===== src/rtl/dbg_ctx_pkg.sv =====
// Shared constants and helpers for the debug exception context unit.
// Assumes a 12-bit CSR address space; privilege coded 0=U, 1=S, 3=M.
package dbg_ctx_pkg;

    localparam int CSR_AW = 12;

    localparam logic [CSR_AW-1:0] ADDR_RPC   = 12'h7b1;
    localparam logic [CSR_AW-1:0] ADDR_SCR0  = 12'h7b2;
    localparam logic [CSR_AW-1:0] ADDR_SCR1  = 12'h7b3;
    localparam logic [CSR_AW-1:0] ADDR_XPC   = 12'h7b4;
    localparam logic [CSR_AW-1:0] ADDR_XCAU  = 12'h7b5;
    localparam logic [CSR_AW-1:0] ADDR_XVAL  = 12'h7b6;
    localparam logic [CSR_AW-1:0] ADDR_PBPC  = 12'h7bc;
    localparam logic [CSR_AW-1:0] ADDR_SAV0  = 12'h7be;
    localparam logic [CSR_AW-1:0] ADDR_SAV1  = 12'h7bf;

    localparam int NUM_PLAIN = 4;

    // Encoding of the previous-state input
    localparam logic [1:0] PREV_RUN  = 2'b01;
    localparam logic [1:0] PREV_PBUF = 2'b10;

    typedef enum logic [1:0] {
        MODE_RUN   = 2'd0,
        MODE_HALT  = 2'd1,
        MODE_PBUF  = 2'd2
    } dbg_mode_e;

    // Address of plain read/write register number idx
    function automatic logic [CSR_AW-1:0] plain_addr(input int idx);
        case (idx)
            0:       plain_addr = ADDR_SCR0;
            1:       plain_addr = ADDR_SCR1;
            2:       plain_addr = ADDR_SAV0;
            default: plain_addr = ADDR_SAV1;
        endcase
    endfunction

    // Privilege to trap-register bank select; value 2 selects nothing
    function automatic logic [2:0] prv_bank(input logic [1:0] prv);
        case (prv)
            2'd0:    prv_bank = 3'b001;
            2'd1:    prv_bank = 3'b010;
            2'd3:    prv_bank = 3'b100;
            default: prv_bank = 3'b000;
        endcase
    endfunction

endpackage


===== src/rtl/dbg_ctx_store.sv =====
// Holds the debug context registers and serves CSR reads and writes.
// Captures exception data and PCs on entry; a capture overrides a
// CSR write to the same register in that cycle. Resume-PC writes are
// taken only when wr_rpc_ok is high.
module dbg_ctx_store
    import dbg_ctx_pkg::*;
#(
    parameter int XLEN = 32
) (
    input  logic              clk,
    input  logic              rst_n,
    input  logic              cap_en,
    input  logic              cap_rpc_en,
    input  logic [XLEN-1:0]   exc_epc,
    input  logic [XLEN-1:0]   exc_cause,
    input  logic [XLEN-1:0]   exc_tval,
    input  logic [XLEN-1:0]   next_pc,
    input  logic [XLEN-1:0]   arch_pc,
    input  logic              wr_rpc_ok,
    input  logic              csr_we,
    input  logic [CSR_AW-1:0] csr_addr,
    input  logic [XLEN-1:0]   csr_wdata,
    output logic [XLEN-1:0]   csr_rdata,
    output logic [XLEN-1:0]   rpc_q,
    output logic [XLEN-1:0]   pbpc_q,
    output logic [XLEN-1:0]   xpc_q,
    output logic [XLEN-1:0]   xcau_q,
    output logic [XLEN-1:0]   xval_q
);

    logic [XLEN-1:0] plain_q [NUM_PLAIN];

    // Exception copies: capture on entry, else CSR write
    always_ff @(posedge clk) begin
        if (!rst_n) begin
            xpc_q  <= '0;
            xcau_q <= '0;
            xval_q <= '0;
        end else if (cap_en) begin
            xpc_q  <= exc_epc;
            xcau_q <= exc_cause;
            xval_q <= exc_tval;
        end else if (csr_we) begin
            if (csr_addr == ADDR_XPC)  xpc_q  <= csr_wdata;
            if (csr_addr == ADDR_XCAU) xcau_q <= csr_wdata;
            if (csr_addr == ADDR_XVAL) xval_q <= csr_wdata;
        end
    end

    // Resume PC: next_pc on entry from normal run, else gated CSR write
    always_ff @(posedge clk) begin
        if (!rst_n)
            rpc_q <= '0;
        else if (cap_rpc_en)
            rpc_q <= next_pc;
        else if (!cap_en && csr_we && wr_rpc_ok && csr_addr == ADDR_RPC)
            rpc_q <= csr_wdata;
    end

    // Program-buffer PC: architectural PC on any entry, else CSR write
    always_ff @(posedge clk) begin
        if (!rst_n)
            pbpc_q <= '0;
        else if (cap_en)
            pbpc_q <= arch_pc;
        else if (csr_we && csr_addr == ADDR_PBPC)
            pbpc_q <= csr_wdata;
    end

    // Scratch and save registers: plain read/write storage
    always_ff @(posedge clk) begin
        if (!rst_n) begin
            for (int i = 0; i < NUM_PLAIN; i++) plain_q[i] <= '0;
        end else if (csr_we) begin
            for (int i = 0; i < NUM_PLAIN; i++)
                if (csr_addr == plain_addr(i)) plain_q[i] <= csr_wdata;
        end
    end

    // Read multiplexer; unowned addresses return zero
    always_comb begin
        csr_rdata = '0;
        case (csr_addr)
            ADDR_RPC:  csr_rdata = rpc_q;
            ADDR_XPC:  csr_rdata = xpc_q;
            ADDR_XCAU: csr_rdata = xcau_q;
            ADDR_XVAL: csr_rdata = xval_q;
            ADDR_PBPC: csr_rdata = pbpc_q;
            default: begin
                for (int i = 0; i < NUM_PLAIN; i++)
                    if (csr_addr == plain_addr(i)) csr_rdata = plain_q[i];
            end
        endcase
    end

endmodule


===== src/rtl/dbg_ctx_xfer.sv =====
// Selects and registers the transfer toward the hart: the trap-register
// write, the exception event and the PC load. Priority: entry, resume,
// program-buffer start. All outputs appear one cycle after the strobe.
module dbg_ctx_xfer
    import dbg_ctx_pkg::*;
#(
    parameter int XLEN = 32
) (
    input  logic            clk,
    input  logic            rst_n,
    input  logic            entry_go,
    input  logic            entry_commit,
    input  logic [1:0]      entry_prv,
    input  logic [XLEN-1:0] exc_epc,
    input  logic [XLEN-1:0] exc_cause,
    input  logic [XLEN-1:0] exc_tval,
    input  logic            resume_go,
    input  logic            resume_commit,
    input  logic [1:0]      resume_prv,
    input  logic            pbuf_go,
    input  logic            pbuf_commit,
    input  logic [1:0]      pbuf_prv,
    input  logic [XLEN-1:0] rpc_q,
    input  logic [XLEN-1:0] pbpc_q,
    input  logic [XLEN-1:0] xpc_q,
    input  logic [XLEN-1:0] xcau_q,
    input  logic [XLEN-1:0] xval_q,
    output logic [2:0]      trap_we,
    output logic [XLEN-1:0] trap_epc,
    output logic [XLEN-1:0] trap_cause,
    output logic [XLEN-1:0] trap_tval,
    output logic            exc_event,
    output logic            pc_load_vld,
    output logic [XLEN-1:0] pc_load_val
);

    logic [XLEN-1:0] src_epc, src_cause, src_tval, ld_val;
    logic [1:0]      sel_prv;
    logic            do_commit, raise_evt, do_load;
    logic [2:0]      we_nxt;

    // Choose the source of the transfer by strobe priority
    always_comb begin
        src_epc   = xpc_q;
        src_cause = xcau_q;
        src_tval  = xval_q;
        sel_prv   = 2'd2;
        do_commit = 1'b0;
        raise_evt = 1'b0;
        do_load   = 1'b0;
        ld_val    = rpc_q;
        if (entry_go) begin
            src_epc   = exc_epc;
            src_cause = exc_cause;
            src_tval  = exc_tval;
            sel_prv   = entry_prv;
            do_commit = entry_commit;
        end else if (resume_go) begin
            sel_prv   = resume_prv;
            do_commit = resume_commit;
            raise_evt = resume_commit;
            do_load   = 1'b1;
        end else if (pbuf_go) begin
            sel_prv   = pbuf_prv;
            do_commit = pbuf_commit;
            raise_evt = pbuf_commit;
            do_load   = 1'b1;
            ld_val    = pbpc_q;
        end
        we_nxt = do_commit ? prv_bank(sel_prv) : 3'b000;
    end

    // Register the transfer outputs
    always_ff @(posedge clk) begin
        if (!rst_n) begin
            trap_we     <= '0;
            trap_epc    <= '0;
            trap_cause  <= '0;
            trap_tval   <= '0;
            exc_event   <= 1'b0;
            pc_load_vld <= 1'b0;
            pc_load_val <= '0;
        end else begin
            trap_we     <= we_nxt;
            trap_epc    <= src_epc;
            trap_cause  <= src_cause;
            trap_tval   <= src_tval;
            exc_event   <= raise_evt && (we_nxt != 3'b000);
            pc_load_vld <= do_load;
            pc_load_val <= ld_val;
        end
    end

endmodule


===== src/rtl/dbg_ctx_unit.sv =====
// Top of the debug exception context unit. Tracks the debug mode
// (run, halted, program-buffer run) from the strobes, gates resume-PC
// writes to the halted mode and drives the PC freeze flag.
// Assumes strobes are single-cycle and legal for the current state.
module dbg_ctx_unit
    import dbg_ctx_pkg::*;
#(
    parameter int XLEN = 32
) (
    input  logic              clk,
    input  logic              rst_n,
    input  logic              entry_vld,
    input  logic [1:0]        prev_state,
    input  logic [1:0]        entry_prv,
    input  logic              entry_commit,
    input  logic [XLEN-1:0]   exc_epc,
    input  logic [XLEN-1:0]   exc_cause,
    input  logic [XLEN-1:0]   exc_tval,
    input  logic [XLEN-1:0]   next_pc,
    input  logic [XLEN-1:0]   arch_pc,
    input  logic              resume_vld,
    input  logic [1:0]        resume_prv,
    input  logic              resume_commit,
    input  logic              pbuf_start,
    input  logic [1:0]        pbuf_prv,
    input  logic              pbuf_commit,
    input  logic              pc_alt_en,
    input  logic              csr_we,
    input  logic [CSR_AW-1:0] csr_addr,
    input  logic [XLEN-1:0]   csr_wdata,
    output logic [XLEN-1:0]   csr_rdata,
    output logic [2:0]        trap_we,
    output logic [XLEN-1:0]   trap_epc,
    output logic [XLEN-1:0]   trap_cause,
    output logic [XLEN-1:0]   trap_tval,
    output logic              exc_event,
    output logic              pc_load_vld,
    output logic [XLEN-1:0]   pc_load_val,
    output logic              pc_freeze
);

    dbg_mode_e       mode_q;
    logic [XLEN-1:0] rpc_q, pbpc_q, xpc_q, xcau_q, xval_q;
    logic            resume_go, pbuf_go;

    assign resume_go = resume_vld && !entry_vld;
    assign pbuf_go   = pbuf_start && !entry_vld && !resume_vld;

    // Debug mode tracking by strobe priority
    always_ff @(posedge clk) begin
        if (!rst_n)
            mode_q <= MODE_RUN;
        else if (entry_vld)
            mode_q <= MODE_HALT;
        else if (resume_go)
            mode_q <= MODE_RUN;
        else if (pbuf_go)
            mode_q <= MODE_PBUF;
    end

    assign pc_freeze = (mode_q == MODE_PBUF) && !pc_alt_en;

    dbg_ctx_store #(.XLEN(XLEN)) store_i (
        .clk        (clk),
        .rst_n      (rst_n),
        .cap_en     (entry_vld),
        .cap_rpc_en (entry_vld && prev_state == PREV_RUN),
        .exc_epc    (exc_epc),
        .exc_cause  (exc_cause),
        .exc_tval   (exc_tval),
        .next_pc    (next_pc),
        .arch_pc    (arch_pc),
        .wr_rpc_ok  (mode_q == MODE_HALT),
        .csr_we     (csr_we),
        .csr_addr   (csr_addr),
        .csr_wdata  (csr_wdata),
        .csr_rdata  (csr_rdata),
        .rpc_q      (rpc_q),
        .pbpc_q     (pbpc_q),
        .xpc_q      (xpc_q),
        .xcau_q     (xcau_q),
        .xval_q     (xval_q)
    );

    dbg_ctx_xfer #(.XLEN(XLEN)) xfer_i (
        .clk           (clk),
        .rst_n         (rst_n),
        .entry_go      (entry_vld),
        .entry_commit  (entry_commit),
        .entry_prv     (entry_prv),
        .exc_epc       (exc_epc),
        .exc_cause     (exc_cause),
        .exc_tval      (exc_tval),
        .resume_go     (resume_go),
        .resume_commit (resume_commit),
        .resume_prv    (resume_prv),
        .pbuf_go       (pbuf_go),
        .pbuf_commit   (pbuf_commit),
        .pbuf_prv      (pbuf_prv),
        .rpc_q         (rpc_q),
        .pbpc_q        (pbpc_q),
        .xpc_q         (xpc_q),
        .xcau_q        (xcau_q),
        .xval_q        (xval_q),
        .trap_we       (trap_we),
        .trap_epc      (trap_epc),
        .trap_cause    (trap_cause),
        .trap_tval     (trap_tval),
        .exc_event     (exc_event),
        .pc_load_vld   (pc_load_vld),
        .pc_load_val   (pc_load_val)
    );

endmodule


===== config.mk =====
export PLATFORM = sky130hd
export DESIGN_NAME = dbg_ctx_unit
export DESIGN_NICKNAME = d
export VERILOG_FILES = /design/src/rtl/dbg_ctx_pkg.sv /design/src/rtl/dbg_ctx_store.sv /design/src/rtl/dbg_ctx_xfer.sv /design/src/rtl/dbg_ctx_unit.sv
export SDC_FILE = /design/constraint.sdc
export NUM_CORES = 1
export LEC_CHECK = 0
export BUFFER_PORTS_ARGS = -buffer_cell sky130_fd_sc_hd__clkbuf_2
export CORE_UTILIZATION = 53
export CTS_BUF_LIST = sky130_fd_sc_hd__clkbuf_8
export DETAILED_ROUTE_END_ITERATION = 10
export GPL_TIMING_DRIVEN = 0
export PLACE_DENSITY = 0.82
export SYNTH_ARGS = -nofsm -noshare
export SYNTH_HDL_FRONTEND = slang
export SYNTH_SLANG_ARGS = --single-unit

===== constraint.sdc =====
create_clock -name clk -period 5.1 [get_ports clk]
set_input_delay 0.255 -clock clk [delete_from_list [all_inputs] [get_ports clk]]
set_output_delay 0.255 -clock clk [all_outputs]
set_load 0.01 [all_outputs]

After elaboration in Yosys (flattened, before gate mapping)
Memories as Yosys holds them, arrays and structs flattened.
Cells that the tools add are included.
Storage, ports and cells
  memories: 1
  memory bits (writable): 128
  flip-flop bits (word level): 295
  output and inout bits: 166
  input port bits: 222
Operators by class
  bitwise logic cells: 5
  reductions and logical operators: 28
  muxes and demuxes: 71
  eq/ne operators: 18
Memories
  store_i.plain_q: depth 4, width 32, read ports 4, clocked after memory_dff 0, write ports 4, line dbg_ctx_store.sv:31  | logic [XLEN-1:0] plain_q [NUM_PLAIN];
Operator list (number)
  32-bit 2-to-1 mux: 27
  32-bit one-hot mux with 5 select lines: 1
  12-bit 2-to-1 mux: 12
  12-bit == test: 8
  12-bit by 11-bit == test with 1-bit output, second input constant: 5
  1-bit 2-to-1 mux: 26
  2-bit nonzero test: 6
  1-bit logical AND: 10
  3-bit one-hot mux with 3 select lines: 1
  2-bit by 1-bit == test with 1-bit output, second input constant: 3
  2-bit 2-to-1 mux: 3
  2-bit AND reduction: 3
  3-bit nonzero test: 2
  5-bit OR reduction: 1
  2-bit == test, second input constant: 2
  1-bit OR: 4
  1-bit logical NOT: 3
  3-bit 2-to-1 mux: 1
  3-bit OR reduction: 1
  2-bit logical NOT: 1
  2-bit OR reduction: 1
  1-bit NOT: 1

Longest topological paths before layout
  word-level depth: 11
  gate-level depth with buffers: 9
  mapped depth without buffers: 5

Cells and area by module
Synthesis repeated with hierarchy kept, for this count alone.
Unflattened totals
  cell total of the unflattened synthesis: 1953
  area total of the unflattened synthesis: 19636.3 um^2
By module, submodules not included
  dbg_ctx_store: area an instance 14473.9 um^2, cells an instance 1466, instances 1, seq. area each 7046.8 um^2
  dbg_ctx_xfer: area an instance 5047.3 um^2, cells an instance 476, instances 1, seq. area each 2662.6 um^2
  dbg_ctx_unit: area an instance 115.1 um^2, cells an instance 11, instances 1, seq. area each 40.0 um^2

Worst setup path after synthesis
OpenSTA, ideal clock, no wires.
  path type: input to register
  start point: input port csr_addr[3]
  end point: memory store_i.plain_q[0][0] (enable)
  data arrival time: 3286 ps
  path slack: 1348 ps
  path buffers: 2
  stages: 5
  required time: 4634 ps
  cell sequence: buf_2 buf_2 nor2_1 nand3b_1 o21ai_0
RTL lines
  start, declared: line dbg_ctx_unit.sv:29  | input logic [CSR_AW-1:0] csr_addr,
  end, declared: line dbg_ctx_store.sv:31

Final worst setup path
  start point: input port csr_addr[0]
  end point: output port csr_rdata[29]
On the way
  cells in the longest elaborated chain, start to end: 6
  elaborated cells on any way between the ends: 14
  those cells by class: eq/ne (9); mux (5)
RTL lines
  12-bit == test: line dbg_ctx_store.sv:91  | if (csr_addr == plain_addr(i)) csr_rdata = plain_q[i];
  32-bit 2-to-1 mux (4 in a row): line dbg_ctx_store.sv:91
  32-bit one-hot mux with 5 select lines *: line dbg_ctx_store.sv:83  | case (csr_addr)
  end, declared: line dbg_ctx_unit.sv:31  | output logic [XLEN-1:0] csr_rdata,
Mark *: on every way between the ends. The rest lies on a longest branch, timed or not.

==> key figures <==
Outcome
  • Status: complete, no violations

Layout
  • Layout Utilization: 70.3%
  • Filler instances: 2585
  • Commonest non-fill, non-tap cell in the layout: clkbuf_2
  • Most frequent cells in the layout: clkbuf_2 (390), dfxtp_1 (295), mux2i_1 (293), a21oi_1 (186), o21ai_0 (175)
  • Layout net count: 2739
  • Area grow syn2layout: 29.3%
  • Share of cells above drive strength 1: between 20% and 30%

Worst hold path
  • Hold Path Sink: store_i.pbpc_q[27]
  • Min-delay src: arch_pc[27]
  • Worst hold stages: 3
  • Hold Path Class: primary input to register

Synth
  • Register area share after synthesis: approximately half
  • Syn avg cell area: roughly 10 um2
  • Synth top area share: between 30% and 40%
  • Top area cells in the synthesized netlist: dfxtp_1 (31%), edfxtp_1 (20%), mux2i_1 (15%)
  • Syn nets: between 2000 and 2500
  • Synth Warn #: 0
  • Flops & latches, synth: between 400 and 500
  • Cells after synthesis: roughly 1900
  • Synth unique cells: 56
  • EDFF count, synth: 128
  • Ys async rst share: 0%
  • Synthesized area: about 19000 um2
  • Ys flop type: dfxtp_1
  • Largest area contributor in the netlist: dfxtp_1

STA
  • Number of hold violations in the final report: 0
  • Rel. slew slack: approximately 30%
  • Crit path time final: about 3200 ps
  • Slew @ Worst Pin: roughly 1100 ps
  • Slew Viols, Final: 0
  • Final setup fails: 0
  • Hold slack: between 20 and 25 ps
  • Max Fclk: roughly 310 MHz
  • Clock skew: around 22 ps
  • Tcrit/Tclk final: between 60% and 70%
  • RSZ-0062 raised after global routing: false

Route
  • ANT nets after route: 0
  • DRT iter0 DRCs: ~2700
  • WL final: between 80 and 90 mm
  • Drt via density: 6.30
  • DRC: 0
  • DRT Pass-1 Iters: 6
  • Wire length per cell: 26.7 um
  • Via count: between 15000 and 20000

Clocking
  • Post-CTS Setup Inserts: 0
  • # resized after CTS: 0
  • Clock sink count: approximately 420
  • Root Driver: clkbuf_8
  • Worst skew pair latency: 620 ps
  • TritonCTS clock tree: built
  • Clock Path Buffers: 3
  • Clock transition at the registers of the reported paths: around 60 ps
  • H-tree Lvls: 3
  • Total CTS buffers: slightly above 70

Setup path
  • FF-to-FF Start: mode_q[1]
  • CP Max Fanout: 10
  • Crit end category: primary output
  • Setup crit start kind: primary input
  • Slack of the worst reg-to-reg path: ~3200 ps
  • Worst path arrival time: 2920 ps
  • Worst Reg-to-Reg Cells: 6
  • Worst r2r dst: store_i.rpc_q[13]
  • Worst setup path class: primary input to primary output
  • Req. time, crit path: 4850 ps

Floorplanning
  • I/O pin cnt: between 300 and 400
  • Die Y: roughly 190 um
  • Floorplan row count: between 60 and 70
  • Die W: ~190 um
  • Starting Density: 54.4%
  • Die area: 36600 um2
  • Placeable Area: ~35000 um2

Placed design
  • Detailed Place HPWL: 56.9 mm
  • Port bufs: ~380
  • Gpl congestion: 1.02

Power and ir drop
  • Peak supply drop: around 0.00023 V
  • PD cells: 313 nW/um2
  • Leak Pwr: ~0.011 uW

GRT
  • Vias in the first global route: roughly 19000
  • Tot GR Track Use: between 40% and 50%
  • Gr ovfl total: 0
  • Initial antenna violation count: 5
  • Largest net degree at the start of global routing: 28
  • First-pass GRT wire length: roughly 120 mm

Job
  • Max-capacitance violation count: 0
[worst max-delay path by stage]
| stage | startpoint | to | slack, ps |
|---|---|---|---|
| floorplan | csr_addr[3] | store_i.plain_q[0][0] | 1350 |
| global placement | csr_addr[11] | store_i.plain_q[1][19] | -510 |
| detailed placement | csr_addr[1] | csr_rdata[27] | 2100 |
| CTS | csr_addr[1] | csr_rdata[27] | 2120 |
| global route | csr_addr[0] | csr_rdata[29] | 1900 |
| finish | csr_addr[0] | csr_rdata[29] | 1920 |
[metal layers]
metal | GRT usage, % | vias to the layer above | routed length, um
li1 | - | 8100 | -
met5 | 0 | - | 27
met1 | 50.1 | 8944 | 27700
met2 | 68.3 | 1610 | 36400
met3 | 15.4 | 411 | 10900
met4 | 29.9 | 4 | 5770
[cell usage after synthesis (all sizes together), types with 2 or more instances]
library cell	instances
dfxtp	295
mux2i	293
o21ai	223
a21oi	186
nand2	142
and2	131
edfxtp	128
nor2	122
clkbuf	110
buf	54
a22oi	30
o22ai	24
o211ai	23
and3	17
o22a	17
and3b	16
a222oi	12
a22o	12
nor3	12
nand3	8
or3	6
inv	5
nand2b	4
nand3b	4
a221oi	3
and4b	3
o31ai	3
nand4	2
nand4b	2
nor2b	2
nor4	2
o311ai	2
[flip-flops by register name (all words and copies together), names as in the netlist]
signal / cells
store_i.xpc_q: 32
xfer_i.trap_cause: 32
xfer_i.pc_load_vld: 1
xfer_i.trap_tval: 32
xfer_i.exc_event: 1
xfer_i.trap_we: 3
xfer_i.pc_load_val: 32
mode_q: 2
store_i.plain_q: 128
store_i.rpc_q: 32
store_i.xval_q: 32
store_i.xcau_q: 32
store_i.pbpc_q: 32
xfer_i.trap_epc: 32
[per-stage QoR]
stage	total power (uW)	setup WS [ps]	TNS (ps)	cells	cell area, um2
4_1_cts	7580	2120	0	3027	24500
2_1_floorplan	4170	1350	0	1902	19000
5_1_grt	7870	1900	0	3027	24500
3_3_place_gp	4560	-513	-33950	2741	21500
3_5_place_dp	4580	2100	0	2745	21600
6_report	7690	1920	0	3028	24500
[kinds of logic after synthesis]
family / synth area share [%]
muxes: 15.5
AOI/OAI and AO/OA: 16.3
and+or+nand+nor: 12.8
buffers and inverters: 4.05
DFF: 51.4
[report_power, final]
part | leakage, uW | switching (uW) | internal (uW)
logic | 0.00651 | 558 | 352
clock network | 0.000805 | 1440 | 1570
registers | 0.00365 | 121 | 3650
[timing repair]
item                       4_1_cts  5_1_grt
hold buffers                   154        0
hold endpoints to repair       232        0
setup endpoints to repair        0        0
[cell type report]
class | count | area (um2) | area share (%)
diodes | 1 | 2.50 | 0.0102
plain buffers | 164 | 749 | 3.05
clock buffers | 85 | 1170 | 4.77
clock inverters | 43 | 215 | 0.877
inverters | 5 | 18.8 | 0.0765
multi-input cells | 1310 | 8500 | 34.6
flip-flops and latches | 423 | 9750 | 39.7
well taps | 455 | 569 | 2.32
repair buffers | 542 | 3570 | 14.5
[worst max-delay path: stages]
cell and delay (ps):
clkbuf_2 140, buf_2 250, buf_1 750, mux2i_1 310, o21ai_0 230, a222oi_1 680, nand2_1 150, clkbuf_2 160
(Power assumes the default switching activity.)
